### src/rtl/dfr_pkg.sv
package dfr_pkg;

    typedef enum logic [5:0] {
        ST_IDLE        = 6'b000001,
        ST_BL_OFF_WAIT = 6'b000010,
        ST_CTRL_RESET  = 6'b000100,
        ST_BL_ON_WAIT  = 6'b001000,
        ST_SYS_RESET   = 6'b010000,
        ST_SAFE        = 6'b100000
    } dfr_state_e;

    function automatic int dfr_max3(input int a, input int b, input int c);
        int m;
        m = (a > b) ? a : b;
        return (m > c) ? m : c;
    endfunction

    // bits needed to hold values 0..n
    function automatic int dfr_cw(input int n);
        return (n < 1) ? 1 : $clog2(n + 1);
    endfunction

endpackage

### src/rtl/dfr_kick_timer.sv
module dfr_kick_timer
    import dfr_pkg::*;
#(
    parameter int LIMIT = 15
) (
    input  logic clk,
    input  logic rst,
    input  logic en,
    input  logic tick,
    input  logic kick,
    output logic expired
);
    localparam int CW = dfr_cw(LIMIT);

    logic [CW-1:0] cnt;

    always_ff @(posedge clk) begin
        if (rst || !en || kick)
            cnt <= '0;
        else if (tick && (cnt != CW'(LIMIT)))
            cnt <= cnt + 1'b1;
    end

    assign expired = (cnt == CW'(LIMIT));

    assert_no_overflow_R2: assert property (@(posedge clk) disable iff (rst)
        cnt <= CW'(LIMIT));

    assert_kick_restarts_R3: assert property (@(posedge clk) disable iff (rst)
        kick |=> !expired);

endmodule

### src/rtl/dfr_reset_budget.sv
module dfr_reset_budget
    import dfr_pkg::*;
#(
    parameter int MAX_RESETS   = 3,
    parameter int WINDOW_TICKS = 60000
) (
    input  logic clk,
    input  logic rst,
    input  logic tick,
    input  logic accept,
    input  logic clr,
    output logic full
);
    localparam int NW = dfr_cw(MAX_RESETS);
    localparam int WW = dfr_cw(WINDOW_TICKS);

    logic [NW-1:0] count;
    logic [WW-1:0] win;
    logic          active;
    logic          expire;

    assign active = (count != '0);
    assign expire = active && tick && (win == WW'(WINDOW_TICKS - 1));
    assign full   = (count == NW'(MAX_RESETS)) && !expire;

    always_ff @(posedge clk) begin
        if (rst || clr) begin
            count <= '0;
            win   <= '0;
        end else if (accept) begin
            if (!active || expire) begin
                count <= NW'(1);
                win   <= '0;
            end else begin
                count <= count + 1'b1;
                if (tick)
                    win <= win + 1'b1;
            end
        end else if (expire) begin
            count <= '0;
            win   <= '0;
        end else if (active && tick) begin
            win <= win + 1'b1;
        end
    end

    assert_budget_cap_R7: assert property (@(posedge clk) disable iff (rst)
        count <= NW'(MAX_RESETS));

    assert_window_clears_R8: assert property (@(posedge clk) disable iff (rst)
        (expire && !accept && !clr) |=> (count == '0));

endmodule

### src/rtl/dfr_seq_fsm.sv
module dfr_seq_fsm
    import dfr_pkg::*;
#(
    parameter int BL_OFF_TICKS    = 50,
    parameter int CTRL_HOLD_TICKS = 20,
    parameter int BL_ON_TICKS     = 10
) (
    input  logic       clk,
    input  logic       rst,
    input  logic       tick,
    input  logic       fast_fault,
    input  logic       slow_fault,
    input  logic       budget_full,
    input  logic       safe_clr,
    output dfr_state_e state,
    output logic       accept,
    output logic       budget_clr,
    output logic       timers_en
);
    localparam int PH_MAX = dfr_max3(BL_OFF_TICKS, CTRL_HOLD_TICKS, BL_ON_TICKS);
    localparam int PW     = dfr_cw(PH_MAX);

    logic [PW-1:0] phase;
    dfr_state_e    nxt;
    logic          off_done, hold_done, on_done;

    assign off_done  = tick && (phase == PW'(BL_OFF_TICKS - 1));
    assign hold_done = tick && (phase == PW'(CTRL_HOLD_TICKS - 1));
    assign on_done   = tick && (phase == PW'(BL_ON_TICKS - 1));

    always_comb begin
        nxt        = state;
        accept     = 1'b0;
        budget_clr = 1'b0;
        case (state)
            ST_IDLE: begin
                if (fast_fault || slow_fault) begin
                    if (budget_full) begin
                        nxt = ST_SAFE;
                    end else begin
                        accept = 1'b1;
                        nxt    = slow_fault ? ST_SYS_RESET : ST_BL_OFF_WAIT;
                    end
                end
            end
            ST_BL_OFF_WAIT: if (off_done)  nxt = ST_CTRL_RESET;
            ST_CTRL_RESET:  if (hold_done) nxt = ST_BL_ON_WAIT;
            ST_SYS_RESET:   if (hold_done) nxt = ST_BL_ON_WAIT;
            ST_BL_ON_WAIT:  if (on_done)   nxt = ST_IDLE;
            ST_SAFE: begin
                if (safe_clr) begin
                    nxt        = ST_IDLE;
                    budget_clr = 1'b1;
                end
            end
            default: nxt = ST_IDLE;
        endcase
    end

    always_ff @(posedge clk) begin
        if (rst) begin
            state <= ST_IDLE;
            phase <= '0;
        end else begin
            state <= nxt;
            if (nxt != state)
                phase <= '0;
            else if (tick)
                phase <= phase + 1'b1;
        end
    end

    assign timers_en = (state == ST_IDLE);

    assert_onehot_R10: assert property (@(posedge clk) disable iff (rst)
        $countones(state) == 1);

    assert_bl_off_first_R4: assert property (@(posedge clk) disable iff (rst)
        (state == ST_CTRL_RESET && $past(state) != ST_CTRL_RESET)
            |-> ($past(state) == ST_BL_OFF_WAIT));

    assert_sys_priority_R6: assert property (@(posedge clk) disable iff (rst)
        (state == ST_IDLE && fast_fault && slow_fault && !budget_full)
            |=> (state == ST_SYS_RESET));

    assert_full_to_safe_R7: assert property (@(posedge clk) disable iff (rst)
        (state == ST_IDLE && (fast_fault || slow_fault) && budget_full)
            |=> (state == ST_SAFE));

    assert_safe_latched_R9: assert property (@(posedge clk) disable iff (rst)
        (state == ST_SAFE && !safe_clr) |=> (state == ST_SAFE));

endmodule

### src/rtl/disp_fault_seq.sv
module disp_fault_seq
    import dfr_pkg::*;
#(
    parameter int FAST_LIMIT      = 15,
    parameter int SLOW_LIMIT      = 500,
    parameter int BL_OFF_TICKS    = 50,
    parameter int CTRL_HOLD_TICKS = 20,
    parameter int BL_ON_TICKS     = 10,
    parameter int MAX_RESETS      = 3,
    parameter int WINDOW_TICKS    = 60000
) (
    input  logic       clk,
    input  logic       rst,
    input  logic       tick_i,
    input  logic       frame_kick_i,
    input  logic       crc_ok_i,
    input  logic       fast_fault_i,
    input  logic       health_kick_i,
    input  logic       safe_clr_i,
    output logic       bl_en_o,
    output logic       ctrl_rst_o,
    output logic       sys_rst_o,
    output logic       safe_mode_o,
    output logic [5:0] state_o
);
    dfr_state_e state;
    logic timers_en, fast_exp, slow_exp, fast_fault, budget_full, accept, budget_clr;

    dfr_kick_timer #(.LIMIT(FAST_LIMIT)) u_fast (
        .clk(clk), .rst(rst), .en(timers_en), .tick(tick_i),
        .kick(frame_kick_i && crc_ok_i), .expired(fast_exp)
    );

    dfr_kick_timer #(.LIMIT(SLOW_LIMIT)) u_slow (
        .clk(clk), .rst(rst), .en(timers_en), .tick(tick_i),
        .kick(health_kick_i), .expired(slow_exp)
    );

    assign fast_fault = fast_exp || fast_fault_i;

    dfr_reset_budget #(.MAX_RESETS(MAX_RESETS), .WINDOW_TICKS(WINDOW_TICKS)) u_budget (
        .clk(clk), .rst(rst), .tick(tick_i), .accept(accept),
        .clr(budget_clr), .full(budget_full)
    );

    dfr_seq_fsm #(
        .BL_OFF_TICKS(BL_OFF_TICKS), .CTRL_HOLD_TICKS(CTRL_HOLD_TICKS),
        .BL_ON_TICKS(BL_ON_TICKS)
    ) u_fsm (
        .clk(clk), .rst(rst), .tick(tick_i), .fast_fault(fast_fault),
        .slow_fault(slow_exp), .budget_full(budget_full), .safe_clr(safe_clr_i),
        .state(state), .accept(accept), .budget_clr(budget_clr), .timers_en(timers_en)
    );

    assign state_o     = state;
    assign bl_en_o     = (state == ST_IDLE) || (state == ST_SAFE);
    assign ctrl_rst_o  = (state == ST_CTRL_RESET);
    assign sys_rst_o   = (state == ST_SYS_RESET);
    assign safe_mode_o = (state == ST_SAFE);

    assert_no_reset_in_safe_R9: assert property (@(posedge clk) disable iff (rst)
        safe_mode_o |-> (!ctrl_rst_o && !sys_rst_o && bl_en_o));

endmodule

### config.mk
export PLATFORM = sky130hd
export DESIGN_NAME = disp_fault_seq
export DESIGN_NICKNAME = d
export VERILOG_FILES = /design/src/rtl/dfr_pkg.sv /design/src/rtl/dfr_kick_timer.sv /design/src/rtl/dfr_reset_budget.sv /design/src/rtl/dfr_seq_fsm.sv /design/src/rtl/disp_fault_seq.sv
export SDC_FILE = /design/constraint.sdc
export NUM_CORES = 1
export LEC_CHECK = 0
export BUFFER_PORTS_ARGS = -buffer_cell sky130_fd_sc_hd__buf_2
export CORE_MARGIN = 10
export CORE_UTILIZATION = 40
export DETAILED_ROUTE_END_ITERATION = 12
export MAX_ROUTING_LAYER = met4
export PLACE_DENSITY_LB_ADDON = 0.15
export SETUP_SLACK_MARGIN = 0.02
export SLEW_MARGIN = 15
export SYNTH_ARGS = -nofsm -noshare
export SYNTH_HDL_FRONTEND = slang
export SYNTH_SLANG_ARGS = --single-unit
### constraint.sdc
create_clock -name clk -period 4.1 [get_ports clk]
set_input_delay 1.23 -clock clk [delete_from_list [all_inputs] [get_ports clk]]
set_output_delay 1.23 -clock clk [all_outputs]
set_load 0.005 [all_outputs]
==> results of run 1 <==
-- worst paths after layout --
kind,to,cells past startpoint
setup reg to reg,u_fsm.phase[1],6
setup / recovery,bl_en_o,4
hold / removal,u_budget.win[15],1
hold reg to reg,u_budget.win[15],1
-- layer usage --
metal,GRT usage [%],wire (µm)
met3,2.632,169
met2,18.40,2588
met5,-,0
met1,14.66,2690
met4,2.796,21
-- critical path: cells and delay by family, from the launching register on --
kind | cells | cell delay (ns)
buf+inv | 1 | 0.12
flops | 1 | 0.43
simple gates | 3 | 0.96
-- area by class of cell --
cell class                 instances  area share [%]
multi-input combinational        231           55.60
sequential                        43           32.92
tap                               75           3.589
timing repair buffer              18           3.541
clock buffer                       6           3.158
inverter                           7           1.005
clock inverter                     1          0.1914
-- where the power goes --
group | leakage, nW | internal (mW) | total (mW) | switching, mW
registers | 0.348 | 0.425 | 0.436 | 0.0106
clock network | 0.0470 | 0.132 | 0.273 | 0.141
logic | 0.521 | 0.0365 | 0.101 | 0.0643
total | 0.915 | 0.594 | 0.810 | 0.216
-- logic make-up after synthesis --
kind of cell | share of synthesized area, %
flip-flops | 35.93
AO/OA/AOI/OAI | 16.45
XOR/XNOR | 7.676
multiplexers | 0.4178
buffers and inverters | 3.394
AND/OR/NAND/NOR | 31.49
adder cells (fa/ha/maj) | 4.648
-- through the flow --
stage	worst slack (ns)	util, %	instance area [µm²]
2_1_floorplan	1.411	-	2396
3_3_place_gp	1.279	43.20	2527
3_5_place_dp	1.226	43.20	2527
4_1_cts	1.061	44.70	2615
5_1_grt	0.8749	44.70	2615
6_report	1.069	44.70	2615
-- flip-flops by register name, summed over array words and instances, names as in the netlist --
register / cells
u_fsm.phase: 6
u_fsm.state: 6
u_budget.win: 16
u_budget.count: 2
u_slow.cnt: 9
u_fast.cnt: 4
-- synthesized netlist by cell type, drive strengths merged (6+ instances only) --
cell	count	area, µm²
o21ai	14	70.07
nand4	12	75.07
nor2	37	138.9
inv	7	26.28
nand2	31	116.4
xor2	13	113.9
nand3	20	100.1
dfxtp	43	860.8
ha	8	100.1
clkbuf	11	41.29
a31oi	6	37.54
nor3	6	30.03
a21oi	13	65.06
xnor2	8	70.07
-- cell usage in the layout (no fill, tap or decap), types with 2 or more instances in the layout --
cell and n:
a21o_1 3, a21oi_1 13, a311oi_1 2, a31oi_1 6, and3_1 4, and4_1 3
buf_2 17, clkbuf_8 6, dfxtp_1 43, ha_1 8, inv_1 7, nand2_1 31
nand2b_1 2, nand3_1 20, nand4_1 12, nand4b_1 2, nor2_1 37, nor2b_1 3
nor3_1 6, nor3b_1 2, nor4_1 2, nor4bb_1 3, o21ai_0 12, o21ai_1 2
o32ai_1 2, or2_2 3, or3_1 3, or4_1 2, or4b_1 3, xnor2_1 8
xor2_1 13
==> impl_results.md, run 1 <==
- Antenna violations before repair: 0
- Total length of routed wires: 5469 µm
- Crit-path slowest cell: nor4_2
- Root Buffer: clkbuf_8
- RSZ-0062 raised after global routing: false
- Synth Register Bits: 43
- Top_reg_cell synth: dfxtp_1
- CTS buffer count: 5
- Max-cap violations: 0
- Achievable frequency: 330.0 MHz
- Placeable Area: roughly 5900 µm²
- Number of iterations in the first detailed-routing pass: 4
- Worst path cell trace: nor4_2 -> nand2_1 -> nand2b_1 -> buf_2
- Total negative setup slack: 0 ns
- Clk pin slew, worst setup/hold paths: ~0.090 ns
- Mean Syn Cell Area: 8.122 µm²
- Largest net degree at the start of global routing: 20
- Critical path's largest stage delay: ~0.5 ns
- Starting Density: about 41%
- Worst-skew pair later-pin latency: a little under 0.3 ns
- Cts hold-fix bufs: 0
- Crit path from: u_fsm.state[4]
- Area growth syn-to-layout: 9.138%
- Syn nets: between 300 and 400
- Critical path class: flop to output pin
- Sequential area share after synthesis: a little over a third
- PD cells: around 310 nW/µm²
- ANT cells: 0
- Via-to-Cell Ratio: 5.580
- Hold Crit Start: u_budget.win[15]
- Post-cts repair resize count: 0
- CTS tree: done
- First-pass GRT wire length: 9397 µm
- Min-delay worst type: flop to flop
- CTS sink cnt: 43
- Async S/R FF share, synth: 0%
- Post-Synthesis Cells: a little under 300
- Maximum clock skew at final layout: ~0.01 ns
- Setup crit end kind: output pin
- Worst path arrival time: 1.80 ns
- Mapped cell area: approximately 2400 µm²
- Synth warnings: 0
- Die area: ~9500 µm²
- Power Total: 0.8099 mW
- Worst Tran Pin Value: approximately 0.78 ns
- Row cnt: 28
- Final hold vios: 0
- Port buffer count: 17
- Die height: approximately 97 µm
- DP HPWL: between 4000 and 5000 µm
- Hold slack: 0.4792 ns
- RD Place Congestion: between 0.8 and 0.9
- Fin crit share: between 70 and 80%
- Post-CTS Setup Repair Bufs: 0
- CP required: between 2 and 3 ns
- Area of the multi-input gates: between 1000 and 1500 µm²
- Critical path fanouts, max: 10
- Run status: completed
- Distinct cell type count after synthesis: 56
- Non-Filler Instances: roughly 380
- IO Count: 18
- Drt drc: 0
- FF+latch area: 860.8 µm²
- Fin crit period: 3.031 ns
- Final Net Count: between 300 and 400
- Reg2reg start: u_fsm.state[0]
- Die W: between 90 and 100 µm
- Slew HR: between 40% and 50%
- Leak: 0.9152 nW
- Overflow after GRT: 0
- Startpoint Class: flop
- Max Root-Sink Buffers: 2
- Final setup viols: 0
- Max-slew violation count: 0
- Maximum vdd ir drop: 0.0002040 V
- Vias in the first global route: roughly 2000
- Layout cell share with drive strength beyond 1: between 10% and 20%
- Total number of H-tree levels: 2
- Number of synthesized flops with an enable pin: 0
- Internal reg-to-reg setup slack: 1.61 ns
- Routed vias: about 2100
- Number of fill cells in the layout: about 590
- First DRT Iteration DRCs: 90
- Wire length per cell: 14.35 µm
- Antenna viol nets, final: 0
- GRT Util Overall: roughly an eighth
- Dpl cells: between 300 and 400
Note: power is estimated with default switching activity, not from simulation.
==> run 2: changes to the inputs <==
ABC_AREA = 1   (was unset)
clock period = 2.7 ns   (was 4.1 ns; I/O delays follow)
==> run 2 against run 1 <==
Clock-buffer cell count down 1. Sequential share of layout area shrank 2.1 points. Area after synthesis is 5.8% higher. Wire length rose by 4.5%. Combinational power increased by 48%. First-iteration DRC count up 29%. Power rose by 62%. Register-to-register slack worse by 0.80 ns. Sequential cell count is the same.
==> impl_results.md, run 2 <==
- Hold path depth: 2 (was 1)
- Mean Syn Cell Area: 6.926 µm² (was 8.122 µm²)
- Die W: 99.61 µm (was 97.40 µm)
- Top_reg_cell synth: dfxtp_1 (unchanged)
- Min-delay worst type: flop to flop (unchanged)
- CP required: 1.89 ns (was 2.87 ns)
- Leak: 1.115 nW (was 0.9152 nW)
- Worst-skew pair later-pin latency: 0.30 ns (was 0.29 ns)
- Largest net degree at the start of global routing: 17 (was 20)
- Via-to-Cell Ratio: 5.091 (was 5.580)
- RR Endpoint: u_budget.win[14] (was u_fsm.phase[1])
- Clk pin slew, worst setup/hold paths: 0.08 ns (was 0.09 ns)
- Internal reg-to-reg setup slack: 0.81 ns (was 1.61 ns)
- Place WS: 0.5497 ns (was 1.226 ns)
- Critical path fanouts, max: 4 (was 10)
- Hold slack: 0.4918 ns (was 0.4792 ns)
- Number of synthesized flops with an enable pin: 0 (unchanged)
- Maximum clock skew at final layout: 0.009716 ns (was 0.009739 ns)
- Final Net Count: 401 (was 322)
- Cts hold-fix bufs: 0 (unchanged)
- Max Root-Sink Buffers: 2 (unchanged)
- Synth area leaders: dfxtp_1, nand2_1, nand3_1, inv_1, nor2_1 (was dfxtp_1, nor2_1, nand2_1, xor2_1, ha_1)
- Top Registers: u_budget.win (16), u_slow.cnt (9) (unchanged)
- Area of the multi-input gates: 1451 µm² (was 1454 µm²)
- IO Count: 18 (unchanged)
- Hold Crit Start: u_fast.cnt[1] (was u_budget.win[15])
- Area leader, netlist: dfxtp_1 (unchanged)
- Max-cap violations: 0 (unchanged)
- Maximum vdd ir drop: 0.0002818 V (was 0.0002040 V)
- Placeable Area: 6026 µm² (was 5851 µm²)
- Layout Utilization: 46.37% (was 44.70%)
- CTS sink cnt: 43 (unchanged)
- Syn nets: 382 (was 311)
- Most common cell in the netlist: nand2_1 (was dfxtp_1)
- RSZ-0062 raised after global routing: false (unchanged)
- Final hold vios: 0 (unchanged)
- Distinct cell type count after synthesis: 36 (was 56)
- Hold path endpoint: u_fast.cnt[1] (was u_budget.win[15])
- PD cells: 470.6 nW/µm² (was 309.7 nW/µm²)
- Async S/R FF share, synth: 0% (unchanged)
- Area growth syn-to-layout: 10.22% (was 9.138%)
- Mapped cell area: 2535 µm² (was 2396 µm²)
- Fin crit share: ~80%
- Startpoint Class: flop (unchanged)
- Final setup viols: 0 (unchanged)
- Post-Synthesis Cells: 366 (was 295)
- Root Buffer: clkbuf_8 (unchanged)
- Reg2reg start: u_budget.count[0] (was u_fsm.state[0])
- Yosys top cell area share: 33.96% (was 35.93%)
- Slew HR: 63.98% (was 48.24%)
- Total length of routed wires: 5717 µm (was 5469 µm)
- Die area: 9921 µm² (was 9486 µm²)
- Fin crit period: 2.167 ns
- Layout cell share with drive strength beyond 1: 13.47% (was 11.44%)
- RD Place Congestion: 0.8957 (was 0.8376)
- Sequential area share after synthesis: 33.96% (was 35.93%)
- Largest register FFs: 16 (unchanged)
- Worst Tran Pin Value: 0.5390 ns (was 0.7764 ns)
- Post-CTS Setup Repair Bufs: 0 (unchanged)
- Port buffer count: 17 (unchanged)
- Routed vias: 2347 (was 2126)
- Starting Density: 42.07% (was 40.95%)
- Wire length per cell: 12.40 µm (was 14.35 µm)
- First-pass GRT wire length: 10290 µm (was 9397 µm)
- FF+latch area: 860.8 µm² (unchanged)
- Number of iterations in the first detailed-routing pass: 4 (unchanged)
- Setup crit end kind: output pin (unchanged)
- First DRT Iteration DRCs: 116 (was 90)
- CTS tree: done (unchanged)
- Achievable frequency: around 460 MHz
- Max-slew violation count: 0 (unchanged)
- Vias in the first global route: 2302 (was 1989)
- Post-cts repair resize count: 0 (unchanged)
- Synth warnings: 0 (unchanged)
- Worst path arrival time: 1.36 ns (was 1.80 ns)
- Total number of H-tree levels: 2 (unchanged)
- PnR worst setup slack: 0.5333 ns (was 1.069 ns)
- Leading cell type in the layout, fill and taps excluded: nand2_1 (was dfxtp_1)
- CTS buffer count: 5 (unchanged)
- Reg with most FFs: u_budget.win (unchanged)
- Die height: 99.61 µm (was 97.40 µm)
- Total negative setup slack: 0 ns (unchanged)
- Commonest non-fill, non-tap cells in the layout: nand2_1, inv_1, nor2_1, dfxtp_1, nand3_1 (was dfxtp_1, nor2_1, nand2_1)
- Worst r2r path cells: 12 (was 6)
- Synth Register Bits: 43 (unchanged)
- Critical path class: flop to output pin (unchanged)
- Run status: completed (unchanged)
- ANT cells: 0 (unchanged)
- GRT Util Overall: 12.27% (was 11.64%)
- Antenna viol nets, final: 0 (unchanged)
- Overflow after GRT: 0 (unchanged)
- Drt drc: 0 (unchanged)
- Number of fill cells in the layout: 679 (was 592)
- DP HPWL: 4354 µm (was 4001 µm)
- Antenna violations before repair: 0 (unchanged)
- Row cnt: 28 (unchanged)
- Top cells by count, synth: nand2_1, dfxtp_1, inv_1, nor2_1, nand3_1 (was dfxtp_1, nor2_1, nand2_1, nand3_1)
[run 2: metal layers]
metal | vias up | part of all wire (%) | track usage, %
met5 | - | 0 | -
met4 | 0 | 1.2 | 3.197
met3 | 7 | 5.4 | 3.737
met2 | 38 | 43 | 18.14
met1 | 1057 | 51 | 15.83
li1 | 1245 | - | -
[run 2: cells by family (layout without fill, tap and decap cells)]
family / after synthesis / in the layout / synth area share [%]
adder cells (fa/ha/maj): 8 / 8 / 3.949
flip-flops: 43 / 43 / 33.96
AND/OR/NAND/NOR: 195 / 195 / 37.36
AO/OA/AOI/OAI: 56 / 56 / 12.49
buffers and inverters: 54 / 74 / 8.786
XOR/XNOR: 10 / 10 / 3.455
[run 2: stage by stage]
stage / instance area (µm²) / cells / total power [mW]
4_1_cts: 2794 / 461 / 1.336
3_3_place_gp: 2681 / 453 / 0.8175
2_1_floorplan: 2535 / 366 / 0.7831
6_report: 2794 / 461 / 1.315
5_1_grt: 2794 / 461 / 1.387
3_5_place_dp: 2681 / 453 / 0.8203
[run 2: power breakdown]
part	switching, mW	internal [mW]	leakage, nW	total (mW)
clock network	0.235	0.276	0.0581	0.511
registers	0.0108	0.645	0.348	0.656
logic	0.102	0.0470	0.710	0.149
[run 2: worst max path at each step]
stage / from / end / slack (ns) / cells past startpoint
2_1_floorplan: tick_i / u_budget.win[13] / 0.88 / 9
3_3_place_gp: tick_i / u_budget.win[14] / 0.60 / 10
3_5_place_dp: tick_i / u_budget.win[14] / 0.55 / 10
4_1_cts: u_fsm.state[2] / safe_mode_o / 0.51 / 4
5_1_grt: u_fsm.state[0] / bl_en_o / 0.40 / 5
6_report: u_fsm.state[2] / safe_mode_o / 0.53 / 4
[run 2: area by class of cell]
cell class / instances / area share, %
clock buffers: 5 / 2.463
clock inverters: 3 / 1.567
inverters: 48 / 6.538
multi-input cells: 269 / 51.95
flip-flops and latches: 43 / 30.81
well taps: 75 / 3.359
repair buffers: 18 / 3.314
[run 2: critical path: stages, from the launching register on]
cell	delay, ns
dfxtp_1	0.35
nor2_2	0.21
nand4_1	0.19
inv_1	0.18
buf_2	0.14
==> run 3: changes to the inputs <==
clock period = 2.2 ns   (was 2.7 ns; I/O delays follow)
==> run 3 against run 2 <==
Core utilization rose by 0.37 points. First-iteration DRC count fell by 17%. Sequential cell count did not move. Worst hold slack got worse by 0.0038 ns. Global-route usage fell by 0.67 points. Critical path depth did not move. Cell count rose by 0.65%. Power rose by 22%. Die area did not move. Non-clock buffer count rose by 3. Combinational power rose by 26%. Setup slack got worse by 0.35 ns. Highest routed layer unchanged.
==> impl_results.md, run 3 (synthesis results as in run 2) <==
- Area of the multi-input gates: 1451 µm² (unchanged)
- Number of iterations in the first detailed-routing pass: 4 (unchanged)
- Die height: 99.61 µm (unchanged)
- Total number of H-tree levels: 2 (unchanged)
- Setup crit end kind: output pin (unchanged)
- Root Buffer: clkbuf_8 (unchanged)
- Wire length per cell: 12.09 µm (was 12.40 µm)
- Area growth syn-to-layout: 11.11% (was 10.22%)
- Max-slew violation count: 0 (unchanged)
- Clk pin slew, worst setup/hold paths: 0.08 ns (about the same)
- Final setup viols: 0 (unchanged)
- Total negative setup slack: 0 ns (unchanged)
- Cts hold-fix bufs: 0 (unchanged)
- IO Count: 18 (unchanged)
- Critical path class: flop to output pin (unchanged)
- FF+latch area: 860.8 µm² (unchanged)
- CTS sink cnt: 43 (unchanged)
- Top Family by Delay on Critical Path: simple AND/OR/NAND/NOR gates (unchanged)
- Run status: completed (unchanged)
- ANT cells: 0 (unchanged)
- RSZ-0062 raised after global routing: false (unchanged)
- Port buffer count: 17 (unchanged)
- Starting Density: 42.07% (unchanged)
- First-pass GRT wire length: 9625 µm (was 10290 µm)
- Max Root-Sink Buffers: 2 (unchanged)
- Slew HR: 72.47% (was 63.98%)
- Routed vias: 2353 (was 2347)
- Reg with most FFs: u_budget.win (unchanged)
- Number of fill cells in the layout: 642 (was 679)
- Combinational power share: 11.7% (was 11.3%)
- Die W: 99.61 µm (unchanged)
- Largest net degree at the start of global routing: 17 (unchanged)
- Sequential Power Share: 50.0% (was 49.9%)
- Sw power: 0.4177 mW (was 0.3474 mW)
- Leading cell type in the layout, fill and taps excluded: nand2_1 (unchanged)
- Startpoint Class: flop (unchanged)
- Final hold vios: 0 (unchanged)
- Vias in the first global route: 2159 (was 2302)
- Die area: 9921 µm² (unchanged)
- Min-delay worst type: flop to flop (unchanged)
- Leak: 1.130 nW (was 1.115 nW)
- GRT Util Overall: 11.60% (was 12.27%)
- Worst path cell trace: nor2_2 -> nand4_1 -> inv_1 -> buf_2 (unchanged)
- CP required: 1.54 ns (was 1.89 ns)
- Worst-skew pair later-pin latency: 0.30 ns (about the same)
- WP buf/inv: 2 (unchanged)
- Overflow after GRT: 0 (unchanged)
- Crit-path slowest cell: dfxtp_1 (unchanged)
- Layout cell share with drive strength beyond 1: 14.14% (was 13.47%)
- Worst path arrival time: 1.36 ns (about the same)
- Largest register FFs: 16 (unchanged)
- Drt drc: 0 (unchanged)
- Via-to-Cell Ratio: 5.071 (was 5.091)
- Achievable frequency: between 400 and 500 MHz
- DP HPWL: 4291 µm (was 4354 µm)
- PD cells: 571.3 nW/µm² (was 470.6 nW/µm²)
- Row cnt: 28 (unchanged)
- Placeable Area: 6026 µm² (unchanged)
- Antenna violations before repair: 0 (unchanged)
- Total length of routed wires: 5611 µm (was 5717 µm)
- RD Place Congestion: 0.8343 (was 0.8957)
- GRT Max-Usage Layer: met2 (unchanged)
- CTS tree: done (unchanged)
- CTS buffer count: 5 (unchanged)
- Worst Tran Pin Value: 0.4125 ns (was 0.5390 ns)
- Post-CTS Setup Repair Bufs: 0 (unchanged)
- Switch share: 25.96% (was 26.42%)
- Clock power frac: 38.3% (was 38.8%)
- Post-cts repair resize count: 0 (unchanged)
- Commonest non-fill, non-tap cells in the layout: nand2_1, inv_1, nor2_1, dfxtp_1, nand3_1 (unchanged)
- Fin crit share: 91.88%
- First DRT Iteration DRCs: 96 (was 116)
- Critical path's largest stage delay: 0.35 ns (about the same)
- Fin crit period: ~2.0 ns
- Power Total: 1.609 mW (was 1.315 mW)
- Maximum clock skew at final layout: 0.009840 ns (was 0.009716 ns)
- Power Internal: 1.191 mW (was 0.9675 mW)
- GRT met2 Usage: 17.18% (was 18.14%)
- Top Registers: u_budget.win (16), u_slow.cnt (9) (unchanged)
- Critical path fanouts, max: 4 (unchanged)
- Maximum vdd ir drop: 0.0003727 V (was 0.0002818 V)
- Routing usage on met3: 3.045% (was 3.737%)
- Final Net Count: 404 (was 401)
- Antenna viol nets, final: 0 (unchanged)
- Max-cap violations: 0 (unchanged)
- M1 GR Usage: 15.10% (was 15.83%)
## run 3: cell types whose count changed in the layout (fill, tap and decap cells not counted)
| cell | previous run | this run |
|---|---|---|
| buf_4 | 1 | 4 |
## run 3: area by class of cell
class | instances | area share [%]
inverters | 48 | 6.486
clock inverters | 3 | 1.555
well taps | 75 | 3.332
multi-input cells | 269 | 51.53
clock buffers | 5 | 2.443
repair buffers | 21 | 4.087
flip-flops and latches | 43 | 30.56
## run 3: final timing paths
check,start,to,slack [ns],depth (start not counted)
setup / recovery,u_fsm.state[2],safe_mode_o,0.18,4
hold / removal,u_fast.cnt[1],u_fast.cnt[1],0.49,2
setup reg to reg,u_budget.count[0],u_budget.win[14],0.36,12
hold reg to reg,u_fast.cnt[1],u_fast.cnt[1],0.49,2
## run 3: per-stage QoR
stage / cell area [µm²] / setup WS [ns] / hold WS, ns / utilization (%) / cells
floorplan: 2535 / 0.5253 / 0.4503 / - / 366
detailed placement: 2704 / 0.3423 / 0.4803 / 44.87 / 456
global placement: 2704 / 0.3724 / 0.4730 / 44.87 / 456
CTS: 2816 / 0.1634 / 0.4919 / 46.74 / 464
global route: 2816 / 0.06401 / 0.5348 / 46.74 / 464
finish: 2816 / 0.1786 / 0.4880 / 46.74 / 464
## run 3: per-layer routing
| layer | vias up | part of all wire [%] |
|---|---|---|
| met3 | 4 | 4.3 |
| li1 | 1254 | - |
| met2 | 33 | 42 |
| met4 | 0 | 0.82 |
| met5 | - | 0 |
| met1 | 1062 | 53 |
## run 3: power by group through the flow
stage	Sequential (mW)	Combinational [mW]	Clock, mW
detailed placement	0.823	0.190	0
floorplan	0.820	0.141	0
CTS	0.805	0.191	0.637
global route	0.807	0.212	0.667
global placement	0.823	0.187	0
finish	0.805	0.188	0.616
## run 3: worst register-to-register path: cells and delay by family, from the launching register on
kind / cells / cell delay, ns
flip-flops: 1 / 0.36
buffers and inverters: 2 / 0.19
AND/OR/NAND/NOR: 9 / 0.96
adder cells (fa/ha/maj): 1 / 0.24
